## config.mk

```make
export PLATFORM = sky130hd
export DESIGN_NAME = chg_irq_detect
export DESIGN_NICKNAME = d
export VERILOG_FILES = /design/src/rtl/cid_pkg.sv /design/src/rtl/cid_bank_snap.sv /design/src/rtl/cid_bank_cmp.sv /design/src/rtl/cid_flag_reg.sv /design/src/rtl/chg_irq_detect.sv
export SDC_FILE = /design/constraint.sdc
export NUM_CORES = 1
export LEC_CHECK = 0
export BUFFER_PORTS_ARGS = -buffer_cell sky130_fd_sc_hd__buf_2
export CAP_MARGIN = 20
export CORE_MARGIN = 5
export CORE_UTILIZATION = 44
export CTS_CLUSTER_SIZE = 30
export DETAILED_ROUTE_END_ITERATION = 10
export PLACE_DENSITY = 0.76
export SLEW_MARGIN = 20
export SYNTH_ARGS = -nofsm -noshare
export SYNTH_HDL_FRONTEND = slang
export SYNTH_SLANG_ARGS = --single-unit
```

## constraint.sdc

```tcl
create_clock -name clk -period 1.4 [get_ports clk]
set_input_delay 0.14 -clock clk [delete_from_list [all_inputs] [get_ports clk]]
set_output_delay 0.14 -clock clk [all_outputs]
set_load 0.1 [all_outputs]
```

## src/rtl/cid_pkg.sv

```systemverilog
// Package: shared sizing constants for the input change interrupt detector.
// Assumes every bank has the same width; the pin count is the product.
package cid_pkg;
    localparam int CID_BANK_W  = 8;
    localparam int CID_N_BANKS = 2;
    localparam int CID_PIN_W   = CID_BANK_W * CID_N_BANKS;
endpackage

```

## src/rtl/cid_bank_snap.sv

```systemverilog
// Module: cid_bank_snap
// Holds one bank's snapshot of the pin levels. Outputs the reference level
// that applies at the current edge: the live pins when a sample is taken now,
// otherwise the stored snapshot. Assumes pins are already synchronised.
module cid_bank_snap #(
    parameter int BANK_W = cid_pkg::CID_BANK_W
) (
    input  logic              clk,
    input  logic              rst_n,
    input  logic              sample,
    input  logic [BANK_W-1:0] pins,
    output logic [BANK_W-1:0] ref_lvl
);
    logic [BANK_W-1:0] snap_q;

    // Snapshot register: track pins during reset, reload on sample.
    always_ff @(posedge clk) begin
        if (!rst_n) begin
            snap_q <= pins;
        end else if (sample) begin
            snap_q <= pins;
        end
    end

    // Reference seen by the comparator: a sample this cycle means match.
    always_comb begin
        ref_lvl = sample ? pins : snap_q;
    end
endmodule

```

## src/rtl/cid_bank_cmp.sv

```systemverilog
// Module: cid_bank_cmp
// Compares one bank's pins against its reference and reports whether any
// pin configured as input (direction bit 1) mismatches. Purely combinational.
module cid_bank_cmp #(
    parameter int BANK_W = cid_pkg::CID_BANK_W
) (
    input  logic [BANK_W-1:0] pins,
    input  logic [BANK_W-1:0] ref_lvl,
    input  logic [BANK_W-1:0] dir,
    output logic              hit
);
    logic [BANK_W-1:0] diff;

    // Per-pin mismatch masked by direction, reduced to one bank hit.
    always_comb begin
        diff = (pins ^ ref_lvl) & dir;
        hit  = |diff;
    end
endmodule

```

## src/rtl/cid_flag_reg.sv

```systemverilog
// Module: cid_flag_reg
// Combines the per-bank hits into the interrupt level and registers it.
// Assumes the hits are valid before the clock edge; reset clears the flag.
module cid_flag_reg #(
    parameter int N_BANKS = cid_pkg::CID_N_BANKS
) (
    input  logic               clk,
    input  logic               rst_n,
    input  logic [N_BANKS-1:0] bank_hit,
    output logic               flag
);
    logic any_hit;

    // OR of all bank hits.
    always_comb begin
        any_hit = |bank_hit;
    end

    // Single output flop for the interrupt level.
    always_ff @(posedge clk) begin
        if (!rst_n) begin
            flag <= 1'b0;
        end else begin
            flag <= any_hit;
        end
    end
endmodule

```

## src/rtl/chg_irq_detect.sv

```systemverilog
// Module: chg_irq_detect (top)
// Raises irq_flag while any input-direction pin differs from its bank's
// snapshot. Snapshots reload on a bank read, on a configuration write, and
// while in reset. Assumes pin_lvl is synchronised and pulses last one cycle.
module chg_irq_detect #(
    parameter int BANK_W  = cid_pkg::CID_BANK_W,
    parameter int N_BANKS = cid_pkg::CID_N_BANKS,
    localparam int PIN_W  = BANK_W * N_BANKS
) (
    input  logic               clk,
    input  logic               rst_n,
    input  logic [PIN_W-1:0]   pin_lvl,
    input  logic [PIN_W-1:0]   dir_in,
    input  logic [N_BANKS-1:0] bank_rd,
    input  logic               cfg_wr,
    output logic               irq_flag
);
    logic [N_BANKS-1:0] bank_hit;
    logic [N_BANKS-1:0] bank_sample;

    // Per-bank snapshot and comparison slice.
    for (genvar b = 0; b < N_BANKS; b++) begin : g_bank
        logic [BANK_W-1:0] ref_lvl;

        // A bank samples on its own read or on any configuration write.
        always_comb begin
            bank_sample[b] = bank_rd[b] | cfg_wr;
        end

        cid_bank_snap #(.BANK_W(BANK_W)) u_snap (
            .clk     (clk),
            .rst_n   (rst_n),
            .sample  (bank_sample[b]),
            .pins    (pin_lvl[b*BANK_W +: BANK_W]),
            .ref_lvl (ref_lvl)
        );

        cid_bank_cmp #(.BANK_W(BANK_W)) u_cmp (
            .pins    (pin_lvl[b*BANK_W +: BANK_W]),
            .ref_lvl (ref_lvl),
            .dir     (dir_in[b*BANK_W +: BANK_W]),
            .hit     (bank_hit[b])
        );
    end

    cid_flag_reg #(.N_BANKS(N_BANKS)) u_flag (
        .clk      (clk),
        .rst_n    (rst_n),
        .bank_hit (bank_hit),
        .flag     (irq_flag)
    );
endmodule

```

After elaboration in Yosys (flattened, before gate mapping) --
Cells that the tools add are included.
Word-level totals: output and inout port bits 1, flip-flop bits (word level) 17, word-level logic and storage cells 14
Cells by class: multiplexer cells 4, bitwise gates (word level) 6, reduce and logical (&&, ||, !) cells 1
Operators by type and width (number):
- $mux W8 | 4
- $and A8 B8 Y8 | 2
- $reduce_or A16 Y1 | 1
- $xor A8 B8 Y8 | 2
- $or A1 B1 Y1 | 2

Depth between registers and ports, before layout --
depth in word-level cells 5, gate-level depth with buffers 5, gate-level depth less buffers 5

Hierarchy --
From an unflattened synthesis, not the netlist that was laid out.
Unflattened totals: cell total of the unflattened synthesis 84, area, all modules 1066.0 um^2
By module, submodules not included:
- cid_bank_snap | area each 406.6 um^2, cells each 27, sequential area each 160.2 um^2, times used 2
- cid_bank_cmp | area each 106.4 um^2, cells each 13, sequential area each 0.0 um^2, times used 2
- cid_flag_reg | area each 27.5 um^2, cells each 2, sequential area each 20.0 um^2, times used 1
- chg_irq_detect | area each 12.5 um^2, cells each 2, sequential area each 0.0 um^2, times used 1

Worst setup path after synthesis --
Ideal clock, no wire load.
kind reg-to-reg, start point register g_bank[1].u_snap.snap_q[3], end point register u_flag.flag, setup slack 188 ps, data required time 1278 ps, arrival time 1090 ps, clock period less this slack 1212 ps, buffers on the path 0, setup time 122 ps, cell stages (with the launch flop) 6, cells stage by stage dfxtp_1 xor2_1 and3_1 a31oi_1 nand4b_1 a221o_1
On the way: cells in the longest elaborated chain, start to end 4
RTL lines:
- from (decl) | RTL line cid_bank_snap.sv:14 | logic [BANK_W-1:0] snap_q;
- from (signal assigned) | RTL line cid_bank_snap.sv:19 | snap_q <= pins;
- from (signal assigned) | RTL line cid_bank_snap.sv:21 | snap_q <= pins;
- $mux W8 | RTL line cid_bank_snap.sv:27 | ref_lvl = sample ? pins : snap_q;
- $xor A8 B8 Y8 | RTL line cid_bank_cmp.sv:16 | diff = (pins ^ ref_lvl) & dir;
- $and A8 B8 Y8 | RTL line cid_bank_cmp.sv:16
- $reduce_or A16 Y1 | RTL line cid_flag_reg.sv:16 | any_hit = |bank_hit;
- to (signal assigned) | RTL line cid_flag_reg.sv:24 | flag <= any_hit;
- to (decl) | RTL line cid_flag_reg.sv:10 | output logic flag
No other way between the ends. A chain may end at the register's enable or synchronous reset.

Worst setup path after layout --
Same ends and word-level chain as after synthesis.

==> reports/results.md <==
## Status
* complete, no violations — outcome

## Floorplanning
* 38 — num ports
* 1750 um2 — Core Box Area
* 53.1 um — die height
* 15 — number of cell rows
* 0.467 — effective utilization at floorplan
* 2820 um2 — area of the die
* 53.1 um — Die W

## Timing
* 0 — number of pins with negative max-slew slack in the final report
* 0.678 — relative slew slack
* 0.918 — final clock period utilization by the worst path
* 0 — setup violators final
* 0.778 GHz — maximum operating frequency
* 0.00232 ns — maximum clock skew at final layout
* false — setup repair after global routing missed its margin
* 0 ns — final-layout setup total negative slack
* 0.486 ns — transition time at the pin with the least slew margin
* 1.29 ns — post-route minimum period
* 0 — Final Hold Fails

## CTS
* 3 — CTS buffer count
* 1 — number of H-tree branching levels
* clkbuf_4 — library cell used as clock root buffer
* 0 — Setup Fix Bufs, Post-CTS
* 0.10 ns — post-CTS clock slew at the launch and capture registers of the worst setup and hold paths
* 0 — number of buffers inserted by hold repair at cts
* 0.28 ns — clock network latency to the later pin of the worst-skew pair
* built — CTS tree
* 2 — number of buffers on the longest clock path
* 17 — Num Clock Sinks
* 0 — Resized Gates After CTS

## Worst setup path
* 1.58 ns — critical path data required time
* 0 — buffer and inverter count on the worst path
* register — CP Capture Type
* register — type of element launching the critical path
* 2 — worst-path maximum fanout
* 1.47 ns — Worst Path Arrival
* compound AO/OA/AOI/OAI gates — Top delay family on crit path
* reg -> reg — Crit Path Category
* dfxtp_1 — CP max-delay cell
* xor2_1 -> and3_1 -> a31oi_1 -> nand4b_1 -> a221o_1 — ordered list of cells on the worst path
* 0.33 ns — Critical Path Max Stage Delay

## Power and ir drop
* 972 nW/um2 — Power Dens Cells
* 0.489 nW — cell leakage power
* 745 uV — worst ir drop on vdd

## Synthesis
* 0.221 — mux share of post-synthesis cell area
* multiplexers — largest family of logic cells by synthesized area
* 0 — share of synthesized cell area in full adder, half adder and majority cells
* 0.0752 — compound-cell area share of the yosys netlist
* 0.0966 — fraction of the mapped netlist area in simple logic gates
* 15 — number of library cell types mapped by synthesis
* 0 — Synthesis Warnings
* 110 — net count after synthesis
* 17 — Synth Register Bits
* 0.172 — XOR/XNOR share of the synthesized area
* 11.2 um2 — mean area per synthesized cell
* 816 um2 — mapped cell area
* 73 — post-synthesis cell count
* 0.417 — fraction of the yosys area taken by sequential cells

## Routing
* 0 — number of DRC violations after detailed routing
* 1600 um — post-detailed-routing wire length
* 4 — drt initial violations
* 671 — total via count after detailed routing
* 11.6 um — drt wl/cell
* 4.86 — via count normalized by instance count
* 2 — DR pass1 iterations
* 0 — antenna-violating nets left

## GRT
* 0 — total grt overflow
* 0.0366 — grt met3 use
* 2720 um — wire length of the first global-routing pass
* 0.142 — met1 track demand over resource
* 0 — antenna violations before repair
* 714 — vias in the first global route
* 0.246 — GR met2 Demand/Resource
* 0.130 — global-route total usage across every layer
* 11 — largest net degree at the start of global routing
* met2 — routing layer with the top usage in global route

## Place
* 37 — number of buffer cells added on primary ports
* 0.867 — GPL Wtd Cong
* 1020 um2 — dpl cell area

## Worst hold path
* in -> reg — type of the most critical hold path

## Layout
* buf_2 — leading cell type in the layout, fill and taps excluded
* 157 — number of inserted filler cells in the final layout
* 151 — NumNets Final
* buf_2 (37), dfxtp_1 (17), mux2_2 (16), xor2_1 (16) — commonest cells after routing, fill and taps aside
* 0.513 — fraction of final layout cells sized beyond drive strength 1
* 1050 um2 — finished layout cell area
* 0.603 — final core occ
* 29.0% — area added between synthesis and finish
* 0 — Ant. Diodes

## Job
* 0 — Maximum Capacitance Violations

[stage by stage]
step | setup slack, ns | power, mW | instances | hold WS (ns)
6_report | 0.115 | 1.02 | 138 | 0.0986
5_1_grt | 0.0455 | 1.09 | 138 | 0.0853
4_1_cts | 0.0968 | 1.04 | 138 | 0.0907
3_5_place_dp | 0.0141 | 0.777 | 134 | 0.398
3_3_place_gp | 0.0912 | 0.769 | 134 | 0.391
2_1_floorplan | 0.188 | 0.694 | 73 | 0.278
[path summary, 6_finish.rpt]
path	from	to	slack (ns)	depth (start not counted)
worst min-delay path	pin_lvl[12]	g_bank[1].u_snap.snap_q[4]	0.1	2
worst max-delay path	g_bank[1].u_snap.snap_q[3]	u_flag.flag	0.11	5
worst min register to register	g_bank[0].u_snap.snap_q[2]	g_bank[0].u_snap.snap_q[2]	0.51	1
worst max register to register	g_bank[1].u_snap.snap_q[3]	u_flag.flag	0.11	5
[area by class of cell]
cell class | instances | area [um2] | share of cell area
Clock buffer | 3 | 22.5 | 0.0214
Clock inverter | 1 | 5.00 | 0.00476
Multi-Input combinational cell | 54 | 460 | 0.438
Sequential cell | 17 | 340 | 0.323
Tap cell | 25 | 31.3 | 0.0297
Timing Repair Buffer | 38 | 193 | 0.183
[metal layers]
metal / wire length, um / up-vias
li1: - / 343
met1: 625 / 312
met2: 867 / 16
met3: 107 / 0
met4: 0 / 0
met5: 0 / -
[flip-flops by register name, indices dropped and copies added, names as in the netlist]
register / cells
g_bank.u_snap.snap_q: 16
u_flag.flag: 1
[Yosys cell counts]
cell type	number	area, um2
nor3b_1	2	15.0
a31oi_1	1	6.26
and3_1	1	6.26
nand4b_1	1	8.76
mux2_2	16	180
dfxtp_1	17	340
a21boi_1	1	7.51
a221o_1	1	10.0
a22oi_1	5	37.5
nand3_1	5	25.0
buf_4	2	15.0
xor2_1	16	140
nand2_1	1	3.75
nor2_1	2	7.51
and2_1	2	12.5
[kinds of logic (layout without fill, tap and decap cells)]
family	count (synthesis)	in the layout
AO/OA/AOI/OAI	8	8
XOR/XNOR	16	16
buffers and inverters	2	42
flip-flops	17	17
multiplexers	16	16
AND/OR/NAND/NOR	14	14
[power by group]
part | leakage, nW | internal (mW) | total, mW | switching, mW
clock network | 0.0177 | 0.106 | 0.260 | 0.154
registers | 0.143 | 0.524 | 0.544 | 0.0209
logic | 0.328 | 0.113 | 0.218 | 0.105
total | 0.489 | 0.743 | 1.02 | 0.279
No activity file was read; power rests on OpenSTA's default activity.
